==> src/rtl/ea_gen_pkg.sv <==
package ea_gen_pkg;

   typedef enum logic [3:0] {
      EA_DREG     = 4'd0,
      EA_AREG     = 4'd1,
      EA_IND      = 4'd2,
      EA_POSTINC  = 4'd3,
      EA_PREDEC   = 4'd4,
      EA_DISP     = 4'd5,
      EA_INDEX    = 4'd6,
      EA_ABS_W    = 4'd7,
      EA_ABS_L    = 4'd8,
      EA_PC_DISP  = 4'd9,
      EA_PC_INDEX = 4'd10,
      EA_IMM      = 4'd11
   } ea_mode_e;

   typedef enum logic [1:0] {
      SZ_BYTE = 2'd0,
      SZ_WORD = 2'd1,
      SZ_LONG = 2'd2
   } ea_size_e;

   localparam int unsigned EA_NREG  = 8;
   localparam int unsigned EA_EXT_W = 16;

endpackage

==> src/rtl/ea_step_calc.sv <==
module ea_step_calc #(
   parameter int unsigned ADDR_W        = 32,
   parameter int unsigned SP_REG        = 7,
   parameter bit          SP_BYTE_ALIGN = 1'b1
) (
   input  logic [1:0]        size,
   input  logic [2:0]        reg_num,
   output logic [ADDR_W-1:0] step
);
   import ea_gen_pkg::*;

   logic [ADDR_W-1:0] byte_step;

   generate
      if (SP_BYTE_ALIGN) begin : g_sp_align
         always_comb begin
            byte_step = ADDR_W'(1);
            if (reg_num == 3'(SP_REG)) byte_step = ADDR_W'(2);
         end
      end else begin : g_no_align
         logic unused_reg_num;
         assign unused_reg_num = &{1'b0, reg_num};
         assign byte_step = ADDR_W'(1);
      end
   endgenerate

   always_comb begin
      unique case (ea_size_e'(size))
         SZ_BYTE: step = byte_step;
         SZ_WORD: step = ADDR_W'(2);
         default: step = ADDR_W'(4);
      endcase
   end

endmodule

==> src/rtl/ea_index_calc.sv <==
module ea_index_calc #(
   parameter int unsigned ADDR_W = 32
) (
   input  logic [15:0]                              brief,
   input  logic [ea_gen_pkg::EA_NREG*ADDR_W-1:0]    dreg_file,
   input  logic [ea_gen_pkg::EA_NREG*ADDR_W-1:0]    areg_file,
   output logic [ADDR_W-1:0]                        offset
);
   logic              idx_is_addr;
   logic [2:0]        idx_num;
   logic              idx_is_long;
   logic [7:0]        disp8;
   logic [ADDR_W-1:0] idx_raw;
   logic [ADDR_W-1:0] idx_val;
   logic [ADDR_W-1:0] disp_ext;
   logic              unused_brief;

   assign idx_is_addr  = brief[15];
   assign idx_num      = brief[14:12];
   assign idx_is_long  = brief[11];
   assign disp8        = brief[7:0];
   assign unused_brief = &{1'b0, brief[10:8]};

   assign idx_raw  = idx_is_addr ? areg_file[idx_num*ADDR_W +: ADDR_W]
                                 : dreg_file[idx_num*ADDR_W +: ADDR_W];
   assign idx_val  = idx_is_long ? idx_raw
                                 : {{(ADDR_W-16){idx_raw[15]}}, idx_raw[15:0]};
   assign disp_ext = {{(ADDR_W-8){disp8[7]}}, disp8};
   assign offset   = idx_val + disp_ext;

endmodule

==> src/rtl/ea_addr_calc.sv <==
module ea_addr_calc #(
   parameter int unsigned ADDR_W        = 32,
   parameter int unsigned SP_REG        = 7,
   parameter bit          SP_BYTE_ALIGN = 1'b1
) (
   input  logic [3:0]                             mode,
   input  logic [2:0]                             reg_num,
   input  logic [1:0]                             size,
   input  logic [15:0]                            ext0,
   input  logic [15:0]                            ext1,
   input  logic [ADDR_W-1:0]                      pc,
   input  logic [ea_gen_pkg::EA_NREG*ADDR_W-1:0]  dreg_file,
   input  logic [ea_gen_pkg::EA_NREG*ADDR_W-1:0]  areg_file,
   output logic                                   is_reg,
   output logic [3:0]                             reg_sel,
   output logic [ADDR_W-1:0]                      addr,
   output logic                                   wb_en,
   output logic [ADDR_W-1:0]                      wb_data,
   output logic [1:0]                             ext_count
);
   import ea_gen_pkg::*;

   logic [ADDR_W-1:0] base_a;
   logic [ADDR_W-1:0] step;
   logic [ADDR_W-1:0] idx_off;
   logic [ADDR_W-1:0] disp16;
   logic [ADDR_W-1:0] dec_val;
   ea_mode_e          m;

   assign m       = ea_mode_e'(mode);
   assign base_a  = areg_file[reg_num*ADDR_W +: ADDR_W];
   assign disp16  = {{(ADDR_W-16){ext0[15]}}, ext0};
   assign dec_val = base_a - step;
   assign reg_sel = {m == EA_AREG, reg_num};

   ea_step_calc #(
      .ADDR_W       (ADDR_W),
      .SP_REG       (SP_REG),
      .SP_BYTE_ALIGN(SP_BYTE_ALIGN)
   ) i_step (
      .size   (size),
      .reg_num(reg_num),
      .step   (step)
   );

   ea_index_calc #(
      .ADDR_W(ADDR_W)
   ) i_index (
      .brief    (ext0),
      .dreg_file(dreg_file),
      .areg_file(areg_file),
      .offset   (idx_off)
   );

   always_comb begin
      is_reg    = 1'b0;
      addr      = '0;
      wb_en     = 1'b0;
      wb_data   = '0;
      ext_count = 2'd0;
      unique case (m)
         EA_DREG, EA_AREG: is_reg = 1'b1;
         EA_IND:           addr   = base_a;
         EA_POSTINC: begin
            addr    = base_a;
            wb_en   = 1'b1;
            wb_data = base_a + step;
         end
         EA_PREDEC: begin
            addr    = dec_val;
            wb_en   = 1'b1;
            wb_data = dec_val;
         end
         EA_DISP: begin
            addr      = base_a + disp16;
            ext_count = 2'd1;
         end
         EA_INDEX: begin
            addr      = base_a + idx_off;
            ext_count = 2'd1;
         end
         EA_ABS_W: begin
            addr      = disp16;
            ext_count = 2'd1;
         end
         EA_ABS_L: begin
            addr      = ADDR_W'({ext0, ext1});
            ext_count = 2'd2;
         end
         EA_PC_DISP: begin
            addr      = pc + disp16;
            ext_count = 2'd1;
         end
         EA_PC_INDEX: begin
            addr      = pc + idx_off;
            ext_count = 2'd1;
         end
         EA_IMM: begin
            addr      = pc;
            ext_count = (ea_size_e'(size) == SZ_LONG) ? 2'd2 : 2'd1;
         end
         default: ;
      endcase
   end

endmodule

==> src/rtl/ea_gen_unit.sv <==
module ea_gen_unit #(
   parameter int unsigned ADDR_W        = 32,
   parameter int unsigned SP_REG        = 7,
   parameter bit          SP_BYTE_ALIGN = 1'b1
) (
   input  logic                                   clk,
   input  logic                                   rst_n,
   input  logic                                   req_valid,
   input  logic [3:0]                             req_mode,
   input  logic [2:0]                             req_reg,
   input  logic [1:0]                             req_size,
   input  logic [15:0]                            ext_word0,
   input  logic [15:0]                            ext_word1,
   input  logic [ADDR_W-1:0]                      ext_pc,
   input  logic [ea_gen_pkg::EA_NREG*ADDR_W-1:0]  dreg_file,
   input  logic [ea_gen_pkg::EA_NREG*ADDR_W-1:0]  areg_file,
   output logic                                   out_valid,
   output logic                                   out_is_reg,
   output logic [3:0]                             out_reg_sel,
   output logic [ADDR_W-1:0]                      out_addr,
   output logic                                   out_wb_en,
   output logic [2:0]                             out_wb_reg,
   output logic [ADDR_W-1:0]                      out_wb_data,
   output logic [1:0]                             out_ext_count
);
   generate
      if (ADDR_W < 32) begin : g_bad_addr_w
         $error("ea_gen_unit: ADDR_W must be at least 32");
      end
      if (SP_REG >= ea_gen_pkg::EA_NREG) begin : g_bad_sp_reg
         $error("ea_gen_unit: SP_REG out of register range");
      end
   endgenerate

   logic              c_is_reg;
   logic [3:0]        c_reg_sel;
   logic [ADDR_W-1:0] c_addr;
   logic              c_wb_en;
   logic [ADDR_W-1:0] c_wb_data;
   logic [1:0]        c_ext_count;

   ea_addr_calc #(
      .ADDR_W       (ADDR_W),
      .SP_REG       (SP_REG),
      .SP_BYTE_ALIGN(SP_BYTE_ALIGN)
   ) i_calc (
      .mode     (req_mode),
      .reg_num  (req_reg),
      .size     (req_size),
      .ext0     (ext_word0),
      .ext1     (ext_word1),
      .pc       (ext_pc),
      .dreg_file(dreg_file),
      .areg_file(areg_file),
      .is_reg   (c_is_reg),
      .reg_sel  (c_reg_sel),
      .addr     (c_addr),
      .wb_en    (c_wb_en),
      .wb_data  (c_wb_data),
      .ext_count(c_ext_count)
   );

   always_ff @(posedge clk or negedge rst_n) begin
      if (!rst_n) begin
         out_valid     <= 1'b0;
         out_is_reg    <= 1'b0;
         out_reg_sel   <= '0;
         out_addr      <= '0;
         out_wb_en     <= 1'b0;
         out_wb_reg    <= '0;
         out_wb_data   <= '0;
         out_ext_count <= '0;
      end else begin
         out_valid <= req_valid;
         out_wb_en <= req_valid & c_wb_en;
         if (req_valid) begin
            out_is_reg    <= c_is_reg;
            out_reg_sel   <= c_reg_sel;
            out_addr      <= c_addr;
            out_wb_reg    <= req_reg;
            out_wb_data   <= c_wb_data;
            out_ext_count <= c_ext_count;
         end
      end
   end

endmodule

==> config.mk <==
export PLATFORM = sky130hd
export DESIGN_NAME = ea_gen_unit
export DESIGN_NICKNAME = d
export VERILOG_FILES = /design/src/rtl/ea_gen_pkg.sv /design/src/rtl/ea_step_calc.sv /design/src/rtl/ea_index_calc.sv /design/src/rtl/ea_addr_calc.sv /design/src/rtl/ea_gen_unit.sv
export SDC_FILE = /design/constraint.sdc
export NUM_CORES = 1
export LEC_CHECK = 0
export CAP_MARGIN = 20
export CELL_PAD_IN_SITES_DETAIL_PLACEMENT = 1
export CELL_PAD_IN_SITES_GLOBAL_PLACEMENT = 2
export CORE_UTILIZATION = 25
export CTS_BUF_LIST = sky130_fd_sc_hd__clkbuf_4
export DETAILED_ROUTE_END_ITERATION = 10
export GPL_ROUTABILITY_DRIVEN = 0
export HOLD_SLACK_MARGIN = 0.06
export PLACE_DENSITY_LB_ADDON = 0.1
export SKIP_LAST_GASP = 1
export SLEW_MARGIN = 20
export SYNTH_ARGS = -nofsm -noshare
export SYNTH_HDL_FRONTEND = slang
export SYNTH_HIERARCHICAL = 1
export SYNTH_SLANG_ARGS = --single-unit
==> constraint.sdc <==
create_clock -name clk -period 0.8 [get_ports clk]
set_input_delay 0.2 -clock clk [delete_from_list [all_inputs] [get_ports clk]]
set_output_delay 0.2 -clock clk [all_outputs]
set_load 0.05 [all_outputs]
==> Word level (Yosys, flattened, before mapping) <==
Index checks and enable logic that the tools add are counted.
{ "totals": {"ff_bits": 76, "input_bits": 588, "out_inout_bits": 76} }
{ "classes": {"add_sub_neg": 7, "eq_ne": 14, "shift": 3, "mux": 10, "n_bitwise": 1, "n_reduce_logical": 6} }
{ "op_table": {"columns": ["cell", "n"], "rows": [
  ["$shiftx 256x9->32", 3],
  ["$pmux 32 s9", 1],
  ["$add 32x32->32", 6],
  ["$pmux 32 s2", 2],
  ["$mux 32", 2],
  ["$sub 32x32->32", 1],
  ["$eq 4x3->1 const B", 4],
  ["$eq 4x4->1 const B", 4],
  ["$eq 4x2->1 const B", 2],
  ["$pmux 2 s3", 1],
  ["$reduce_or 2->1", 3],
  ["$reduce_or 5->1", 1],
  ["$eq 4x1->1 const B", 1],
  ["$logic_not 4->1", 1],
  ["$mux 2", 2],
  ["$eq 3x3->1 const B", 1],
  ["$eq 2x1->1 const B", 1],
  ["$eq 2x2->1 const B", 1],
  ["$logic_not 2->1", 1],
  ["$mux 1", 2],
  ["$and 1x1->1", 1]
]} }

==> Longest topological paths before layout <==
{ "logic_depth": {"ltp_word": 6, "ltp_mapped": 29, "mapped_depth_nobuf": 26} }

==> Hierarchy <==
Netlist, hierarchy kept.
{ "modules_own_cells": {"columns": ["module", "n_inst", "cells_each", "area_per_inst_um2"], "rows": [
  ["ea_addr_calc", 1, 1499, 11177.0],
  ["ea_index_calc", 1, 476, 5677.9],
  ["ea_gen_unit", 1, 159, 3002.9],
  ["ea_step_calc", 1, 34, 244.0]
]} }

==> Least setup slack after synthesis <==
OpenSTA, ideal clock, no wires.
{ "synth_path": {"path_kind": "in2reg", "start": "input port ext_word0[15]", "end": "register out_addr[29]", "setup_ns": 0.125, "t_arrival_ns": 5.817, "t_required_ns": 0.675, "path_slack_ns": -5.143, "cell_stages": 27, "n_path_buf": 3, "cell_sequence": "buf_2 -> buf_2 -> buf_2 -> mux4_2 -> mux4_2 -> ha_1 -> inv_1 -> fa_1 -> nor2b_1 -> o2111a_1 -> o211ai_1 -> nand2_1 -> a21boi_1 -> o21ai_0 -> xor2_1 -> mux2_2 -> ha_1 -> a21oi_1 -> nand2_1 -> nor2_1 -> a21oi_1 -> a21oi_1 -> nand2b_1 -> a31oi_1 -> xnor2_1 -> a2111o_1 -> mux2_4"} }
{ "synth_via": {"elab_chain_len": 5, "elab_cells_between_ends": 8, "cone_classes": "5 x add/sub; 3 x mux"} }
{ "synth_lines": {"columns": ["element", "line_no", "text"], "rows": [
  ["from (decl)", "ea_gen_unit.sv:12", "input logic [15:0] ext_word0,"],
  ["$mux 32 *", "ea_index_calc.sv:24", "assign idx_raw = idx_is_addr ? areg_file[idx_num*ADDR_W +: ADDR_W]"],
  ["$mux 32 *", "ea_index_calc.sv:26", "assign idx_val = idx_is_long ? idx_raw"],
  ["$add 32x32->32 *", "ea_index_calc.sv:29", "assign offset = idx_val + disp_ext;"],
  ["named net i_calc.idx_off[12]", "ea_addr_calc.sv:25", "logic [ADDR_W-1:0] idx_off;"],
  ["$add 32x32->32, on equally long branches", "ea_addr_calc.sv:95, ea_addr_calc.sv:79", null],
  ["$pmux 32 s9 *", "ea_addr_calc.sv:61", "unique case (m)"],
  ["named net c_addr[29]", "ea_gen_unit.sv:37", "logic [ADDR_W-1:0] c_addr;"],
  ["to (signal assigned)", "ea_gen_unit.sv:79", "out_addr <= c_addr;"],
  ["to (decl)", "ea_gen_unit.sv:20", "output logic [ADDR_W-1:0] out_addr,"]
]} }
The timed path passes the listed nets; every way through them passes the cells marked *.
A chain may end at the register's enable or synchronous reset.

==> Final worst setup path <==
{ "layout_path": {"start": "input port dreg_file[66] (netlist bit)", "end": "register out_addr[29]"} }
{ "layout_via": {"elab_chain_len": 6, "elab_cells_between_ends": 7, "cone_classes": "3 x add/sub; 1 x shift; 3 x mux"} }
{ "layout_lines": {"columns": ["element", "line_no", "text"], "rows": [
  ["from (decl)", "ea_gen_unit.sv:15", "input logic [ea_gen_pkg::EA_NREG*ADDR_W-1:0] dreg_file,"],
  ["$shiftx 256x9->32 *", "ea_index_calc.sv:25", ": dreg_file[idx_num*ADDR_W +: ADDR_W];"],
  ["$mux 32 *", "ea_index_calc.sv:24", null],
  ["$mux 32 *", "ea_index_calc.sv:26", null],
  ["$add 32x32->32 *", "ea_index_calc.sv:29", null],
  ["named net i_calc.idx_off[22]", "ea_addr_calc.sv:25", null],
  ["$add 32x32->32, on equally long branches", "ea_addr_calc.sv:95, ea_addr_calc.sv:79", null],
  ["$pmux 32 s9 *", "ea_addr_calc.sv:61", null],
  ["named net c_addr[29]", "ea_gen_unit.sv:37", null]
]} }
Marked as above.

==> results_tabular.tex <==
\begin{tabular}{lr}
\hline
Metric & Value \\
\hline
\multicolumn{2}{l}{\textbf{Run status}} \\
\quad Result of the run & finished with violations \\
\quad Failing checks & setup timing \\
\multicolumn{2}{l}{\textbf{STA}} \\
\quad Count of pins over their slew limit & 0 \\
\quad Setup skew after layout & 0 ps \\
\quad F\_max & around 0.18 GHz \\
\quad Worst Setup Slack, final & -4670 ps \\
\quad Number of setup violations in the final report & 151 \\
\quad Headroom to the max-slew limit & 39.2\% \\
\quad Hold Violations, Final & 0 \\
\quad Part of the cycle the worst path needs & 684\% \\
\quad Slew at the pin closest to its max-slew limit & between 900 and 1000 ps \\
\quad Unrepaired setup endpoints after global routing & yes \\
\quad Minimum period implied by the final worst setup slack & between 5000 and 6000 ps \\
\multicolumn{2}{l}{\textbf{Drt}} \\
\quad DR WL/cell & between 20 and 30 um \\
\quad WL final & between 100000 and 150000 um \\
\quad Vias post-DR & 25659 \\
\quad DR iter-0 viols & $\sim$1700 \\
\quad Count of antenna-violating nets left after detailed routing & 0 \\
\quad Drt via density & about 5.4 \\
\quad Remaining routing DRC violations & 0 \\
\quad Count of TritonRoute iterations in the first routing pass & 5 \\
\multicolumn{2}{l}{\textbf{Cells and area}} \\
\quad Layout cells sized above 1 & between 50 and 60\% \\
\quad Area added between synthesis and finish & 95.1\% \\
\quad Number of nets in the finished design & roughly 4400 \\
\quad Post-route non-filler standard cell count & 4711 \\
\quad Post-route cell area & 0.0392 mm2 \\
\quad Registers with the most flip-flops & out\_addr (32), out\_wb\_data (32), out\_reg\_sel (4) \\
\quad Count of filler cells inserted in the layout & between 8000 and 9000 \\
\multicolumn{2}{l}{\textbf{Worst setup path}} \\
\quad Worst-case reg-to-reg path depth & 2 \\
\quad Minimum setup slack among reg-to-reg paths & -170 ps \\
\quad Data required, critical path & approximately 1200 ps \\
\quad Startpoint of the most critical register-to-register path & out\_addr[28]\$\_DFFE\_PN0P\_ \\
\quad Crit path launch type & input pin \\
\quad Biggest fanout along the worst timing path & 3 \\
\quad Critical path endpoint category & flop \\
\quad Worst reg2reg path endpoint & out\_addr[28]\$\_DFFE\_PN0P\_ \\
\quad Critical path type & input pin to flop \\
\quad Crit path DAT & $\sim$5900 ps \\
\multicolumn{2}{l}{\textbf{Floorplanning}} \\
\quad Y dimension of the die & about 290 um \\
\quad Starting density of the core & between 20\% and 30\% \\
\quad Die footprint & roughly 0.08 mm2 \\
\quad Site Rows & 103 \\
\quad Floorplan die width & 286 um \\
\quad Placeable Area & 0.0793 mm2 \\
\quad Top Ports & between 600 and 700 \\
\multicolumn{2}{l}{\textbf{Placed design}} \\
\quad HPWL Detailed & 121000 um \\
\quad Quantity of I/O buffers inserted on ports & between 600 and 700 \\
\quad Instance area after placement & approximately 0.035 mm2 \\
\quad DP Worst Slack & -5700 ps \\
\quad Placed cell count & between 4000 and 5000 \\
\multicolumn{2}{l}{\textbf{Power}} \\
\quad Power share of the combinational group & approximately 84\% \\
\quad Internal Power & between 20000 and 30000 uW \\
\quad Sequential share of power & 10.2\% \\
\quad Sw power & roughly 24000 uW \\
\quad Worst supply voltage drop on vdd & between 1 and 1.5 mV \\
\quad Power per cell area & 1350 mW/mm2 \\
\quad Clock Power Share & 5.8\% \\
\quad Sw Share & between 40\% and 50\% \\
\quad Leakage power & $\sim$0.017 uW \\
\multicolumn{2}{l}{\textbf{GRT}} \\
\quad Largest net degree at the start of global routing & 30 \\
\quad Global routing usage summed across all routing layers & around a third \\
\quad Total global routing overflow & 0 \\
\quad Antenna violations before repair & 50 \\
\quad Vias in the first global route & about 28000 \\
\quad First-pass GRT wire length & approximately 200000 um \\
\multicolumn{2}{l}{\textbf{Job}} \\
\quad Count of maximum capacitance violations & 0 \\
\multicolumn{2}{l}{\textbf{Yosys}} \\
\quad Dominant synthesized flop cell & sky130\_fd\_sc\_hd\_\_dfrtp\_1 \\
\quad Area share of the largest cell type after synthesis & between 20 and 25\% \\
\quad Number of enable flip-flop cells after synthesis & 0 \\
\quad Area leader, netlist & sky130\_fd\_sc\_hd\_\_mux4\_2 \\
\quad Asr flop ratio synth & 100\% \\
\quad Number of standard cells after synthesis & between 2000 and 2500 \\
\quad Syn avg cell area & 9.27 um2 \\
\quad Synth warn & 6 \\
\quad Post-synth design cell area & around 0.02 mm2 \\
\quad Cell types occupying the most area after synthesis & sky130\_fd\_sc\_hd\_\_mux4\_2, sky130\_fd\_sc\_hd\_\_ha\_1, sky130\_fd\_sc\_hd\_\_dfrtp\_1 \\
\quad Number of different library cells in the post-synthesis netlist & a little under 100 \\
\quad Sequential share of the synthesized area & a little under a tenth \\
\quad Total of flip-flops plus latches after synthesis & 76 \\
\multicolumn{2}{l}{\textbf{Clock network}} \\
\quad Cts-stage hold buffer count & 3 \\
\quad Largest buffer count on any clock path & 2 \\
\quad Clock transition time at the flip-flop clock pins of the worst setup and hold paths & between 150 and 200 ps \\
\quad CTS tree & built \\
\quad TritonCTS Buffers & 9 \\
\quad Clock root buffer master & sky130\_fd\_sc\_hd\_\_clkbuf\_4 \\
\quad Skew-Pair Late Insertion Delay & roughly 540 ps \\
\quad CTS H-tree lvls & 3 \\
\quad Number of clock sinks seen by CTS & 76 \\
\multicolumn{2}{l}{\textbf{Worst hold path}} \\
\quad Class of the worst hold path & input pin to async pin \\
\hline
\end{tabular}
[repair_timing]
item	CTS	global route
pin swaps	171	147
cloned	4	0
gates resized for setup	459	180
endpoints found under the hold margin	80	4
setup endpoints to repair	151	151
buffers inserted	93	54
[per-stage QoR]
stage / power, uW / hold WS (ps) / TNS (ps) / util [%]
after global routing: 55600 / 42.9 / -257180 / 49.4
after detailed placement: 43200 / 68.9 / -265800 / 44.2
after global placement: 42600 / 67.4 / -261700 / 44.2
final: 52900 / 81.5 / -248740 / 49.5
after floorplan: 24000 / -95.6 / -207050 / -
after CTS: 50300 / 2.61 / -245200 / 47.8
[layout by cell type, fill, tap and decap left out, types with 16 or more instances in the layout]
cell type,count
sky130_fd_sc_hd__buf_6,83
sky130_fd_sc_hd__diode_2,30
sky130_fd_sc_hd__nand4_1,21
sky130_fd_sc_hd__dfrtp_2,55
sky130_fd_sc_hd__clkdlybuf4s50_1,498
sky130_fd_sc_hd__buf_12,105
sky130_fd_sc_hd__o21ai_1,25
sky130_fd_sc_hd__inv_1,75
sky130_fd_sc_hd__o21ai_0,31
sky130_fd_sc_hd__dfrtp_1,21
sky130_fd_sc_hd__xnor2_2,22
sky130_fd_sc_hd__nor2_1,85
sky130_fd_sc_hd__o21ai_2,24
sky130_fd_sc_hd__o211ai_1,28
sky130_fd_sc_hd__mux4_2,222
sky130_fd_sc_hd__nor2b_1,16
sky130_fd_sc_hd__o21a_1,16
sky130_fd_sc_hd__xnor2_1,47
sky130_fd_sc_hd__mux2_4,91
sky130_fd_sc_hd__dlygate4sd2_1,66
sky130_fd_sc_hd__a21oi_1,98
sky130_fd_sc_hd__nand2_1,211
sky130_fd_sc_hd__mux2_2,43
sky130_fd_sc_hd__buf_4,823
sky130_fd_sc_hd__nand2_2,16
sky130_fd_sc_hd__a21o_1,51
sky130_fd_sc_hd__ha_4,58
sky130_fd_sc_hd__nor3_1,19
sky130_fd_sc_hd__ha_1,110
sky130_fd_sc_hd__a21oi_2,53
sky130_fd_sc_hd__o21bai_1,19
sky130_fd_sc_hd__conb_1,29
sky130_fd_sc_hd__mux2i_1,17
sky130_fd_sc_hd__nand3_1,32
sky130_fd_sc_hd__xor2_1,45
[metal layers]
| layer | up-vias | wire [um] | part of all wire [%] | global-route usage [%] |
|---|---|---|---|---|
| met5 | - | 208 | 0.15 | 0 |
| met4 | 30 | 8100 | 5.7 | 15.3 |
| met3 | 297 | 10300 | 7.3 | 7.65 |
| met2 | 1062 | 67800 | 48 | 57.6 |
| met1 | 12952 | 54600 | 39 | 39.3 |
| li1 | 11318 | - | - | - |
[layout make-up]
type	count	area, um2	share of cell area (%)
sequential	76	1970	5.02
antenna	30	75.1	0.191
tap	1050	1310	3.35
clock inverter	6	95.1	0.242
timing repair buffer	1606	15300	39.0
inverter	83	329	0.839
clock buffer	10	75.1	0.191
multi-input combinational	1850	20100	51.2
[cell usage after synthesis (7+ instances only)]
| cell type | number |
|---|---|
| sky130_fd_sc_hd__a211oi_1 | 16 |
| sky130_fd_sc_hd__and4_1 | 8 |
| sky130_fd_sc_hd__nor3_1 | 34 |
| sky130_fd_sc_hd__or3_1 | 9 |
| sky130_fd_sc_hd__o2111ai_1 | 11 |
| sky130_fd_sc_hd__nor2b_1 | 19 |
| sky130_fd_sc_hd__buf_1 | 12 |
| sky130_fd_sc_hd__a22oi_1 | 12 |
| sky130_fd_sc_hd__xnor2_1 | 74 |
| sky130_fd_sc_hd__nand2_1 | 228 |
| sky130_fd_sc_hd__nand2b_1 | 17 |
| sky130_fd_sc_hd__buf_6 | 9 |
| sky130_fd_sc_hd__dfrtp_1 | 76 |
| sky130_fd_sc_hd__buf_4 | 37 |
| sky130_fd_sc_hd__o21ai_0 | 76 |
| sky130_fd_sc_hd__o21ai_1 | 10 |
| sky130_fd_sc_hd__ha_1 | 170 |
| sky130_fd_sc_hd__o22ai_1 | 14 |
| sky130_fd_sc_hd__a31oi_1 | 26 |
| sky130_fd_sc_hd__a221oi_1 | 30 |
| sky130_fd_sc_hd__and2_1 | 11 |
| sky130_fd_sc_hd__a221o_1 | 11 |
| sky130_fd_sc_hd__a21oi_1 | 160 |
| sky130_fd_sc_hd__mux2_4 | 49 |
| sky130_fd_sc_hd__mux2i_1 | 20 |
| sky130_fd_sc_hd__nor2_1 | 106 |
| sky130_fd_sc_hd__nand3_1 | 42 |
| sky130_fd_sc_hd__mux4_2 | 222 |
| sky130_fd_sc_hd__or2_2 | 7 |
| sky130_fd_sc_hd__o211ai_1 | 28 |
| sky130_fd_sc_hd__and3_1 | 19 |
| sky130_fd_sc_hd__a21o_1 | 51 |
| sky130_fd_sc_hd__nor4_1 | 8 |
| sky130_fd_sc_hd__xor2_1 | 53 |
| sky130_fd_sc_hd__inv_1 | 82 |
| sky130_fd_sc_hd__clkbuf_1 | 87 |
| sky130_fd_sc_hd__buf_2 | 42 |
| sky130_fd_sc_hd__nand4_1 | 21 |
| sky130_fd_sc_hd__o21a_1 | 18 |
| sky130_fd_sc_hd__o21bai_1 | 25 |
| sky130_fd_sc_hd__mux2_2 | 85 |
[critical path, stage by stage]
cell and delay [ps]:
sky130_fd_sc_hd__clkdlybuf4s50_1 450, sky130_fd_sc_hd__mux4_2 490, sky130_fd_sc_hd__mux4_2 510, sky130_fd_sc_hd__ha_4 300, sky130_fd_sc_hd__nor2b_4 150, sky130_fd_sc_hd__o2111a_1 240
sky130_fd_sc_hd__o211ai_1 160, sky130_fd_sc_hd__buf_4 190, sky130_fd_sc_hd__buf_4 130, sky130_fd_sc_hd__a211oi_4 390, sky130_fd_sc_hd__buf_4 200, sky130_fd_sc_hd__nor3_4 40
sky130_fd_sc_hd__xnor2_2 140, sky130_fd_sc_hd__buf_4 140, sky130_fd_sc_hd__nand2_1 50, sky130_fd_sc_hd__nand2_1 60, sky130_fd_sc_hd__ha_1 300, sky130_fd_sc_hd__a21oi_2 180
sky130_fd_sc_hd__o21bai_1 90, sky130_fd_sc_hd__a21o_1 210, sky130_fd_sc_hd__a21o_1 180, sky130_fd_sc_hd__a21oi_1 140, sky130_fd_sc_hd__o31a_1 210, sky130_fd_sc_hd__buf_6 130
sky130_fd_sc_hd__o41ai_2 60, sky130_fd_sc_hd__a2111o_1 300, sky130_fd_sc_hd__mux2_4 260
[logic make-up (layout without fill, tap and decap cells)]
family	count (synthesis)	after routing	synth area share [%]
adders and majority gates	175	175	11.1
DFF	76	76	9.46
AOI/OAI and AO/OA	581	581	19.8
and+or+nand+nor	560	560	13.3
buffers and inverters	270	1705	6.33
muxes	377	377	34.4
other	1	59	0.0187
xor gates and xnor gates	128	128	5.61
[power groups by stage]
stage	clock network, uW	registers [uW]	logic, uW
after floorplan	0	7320	16700
after global placement	0	5490	37100
after detailed placement	0	5500	37700
after CTS	3210	5420	41700
after global routing	3280	5490	46800
final	3050	5410	44500
[how the worst max path moves through the flow]
stage / start / endpoint / slack [ps] / cells past startpoint
2_1_floorplan: ext_word0[15] / out_addr[29]$_DFFE_PN0P_ / -4730 / 26
3_3_place_gp: ext_word0[15] / out_addr[30]$_DFFE_PN0P_ / -5620 / 23
3_5_place_dp: areg_file[224] / out_addr[31]$_DFFE_PN0P_ / -5700 / 26
4_1_cts: dreg_file[66] / out_addr[29]$_DFFE_PN0P_ / -4500 / 27
5_1_grt: dreg_file[66] / out_addr[29]$_DFFE_PN0P_ / -4810 / 27
6_report: dreg_file[66] / out_addr[29]$_DFFE_PN0P_ / -4670 / 27
Power figures use the tool's default switching activity.
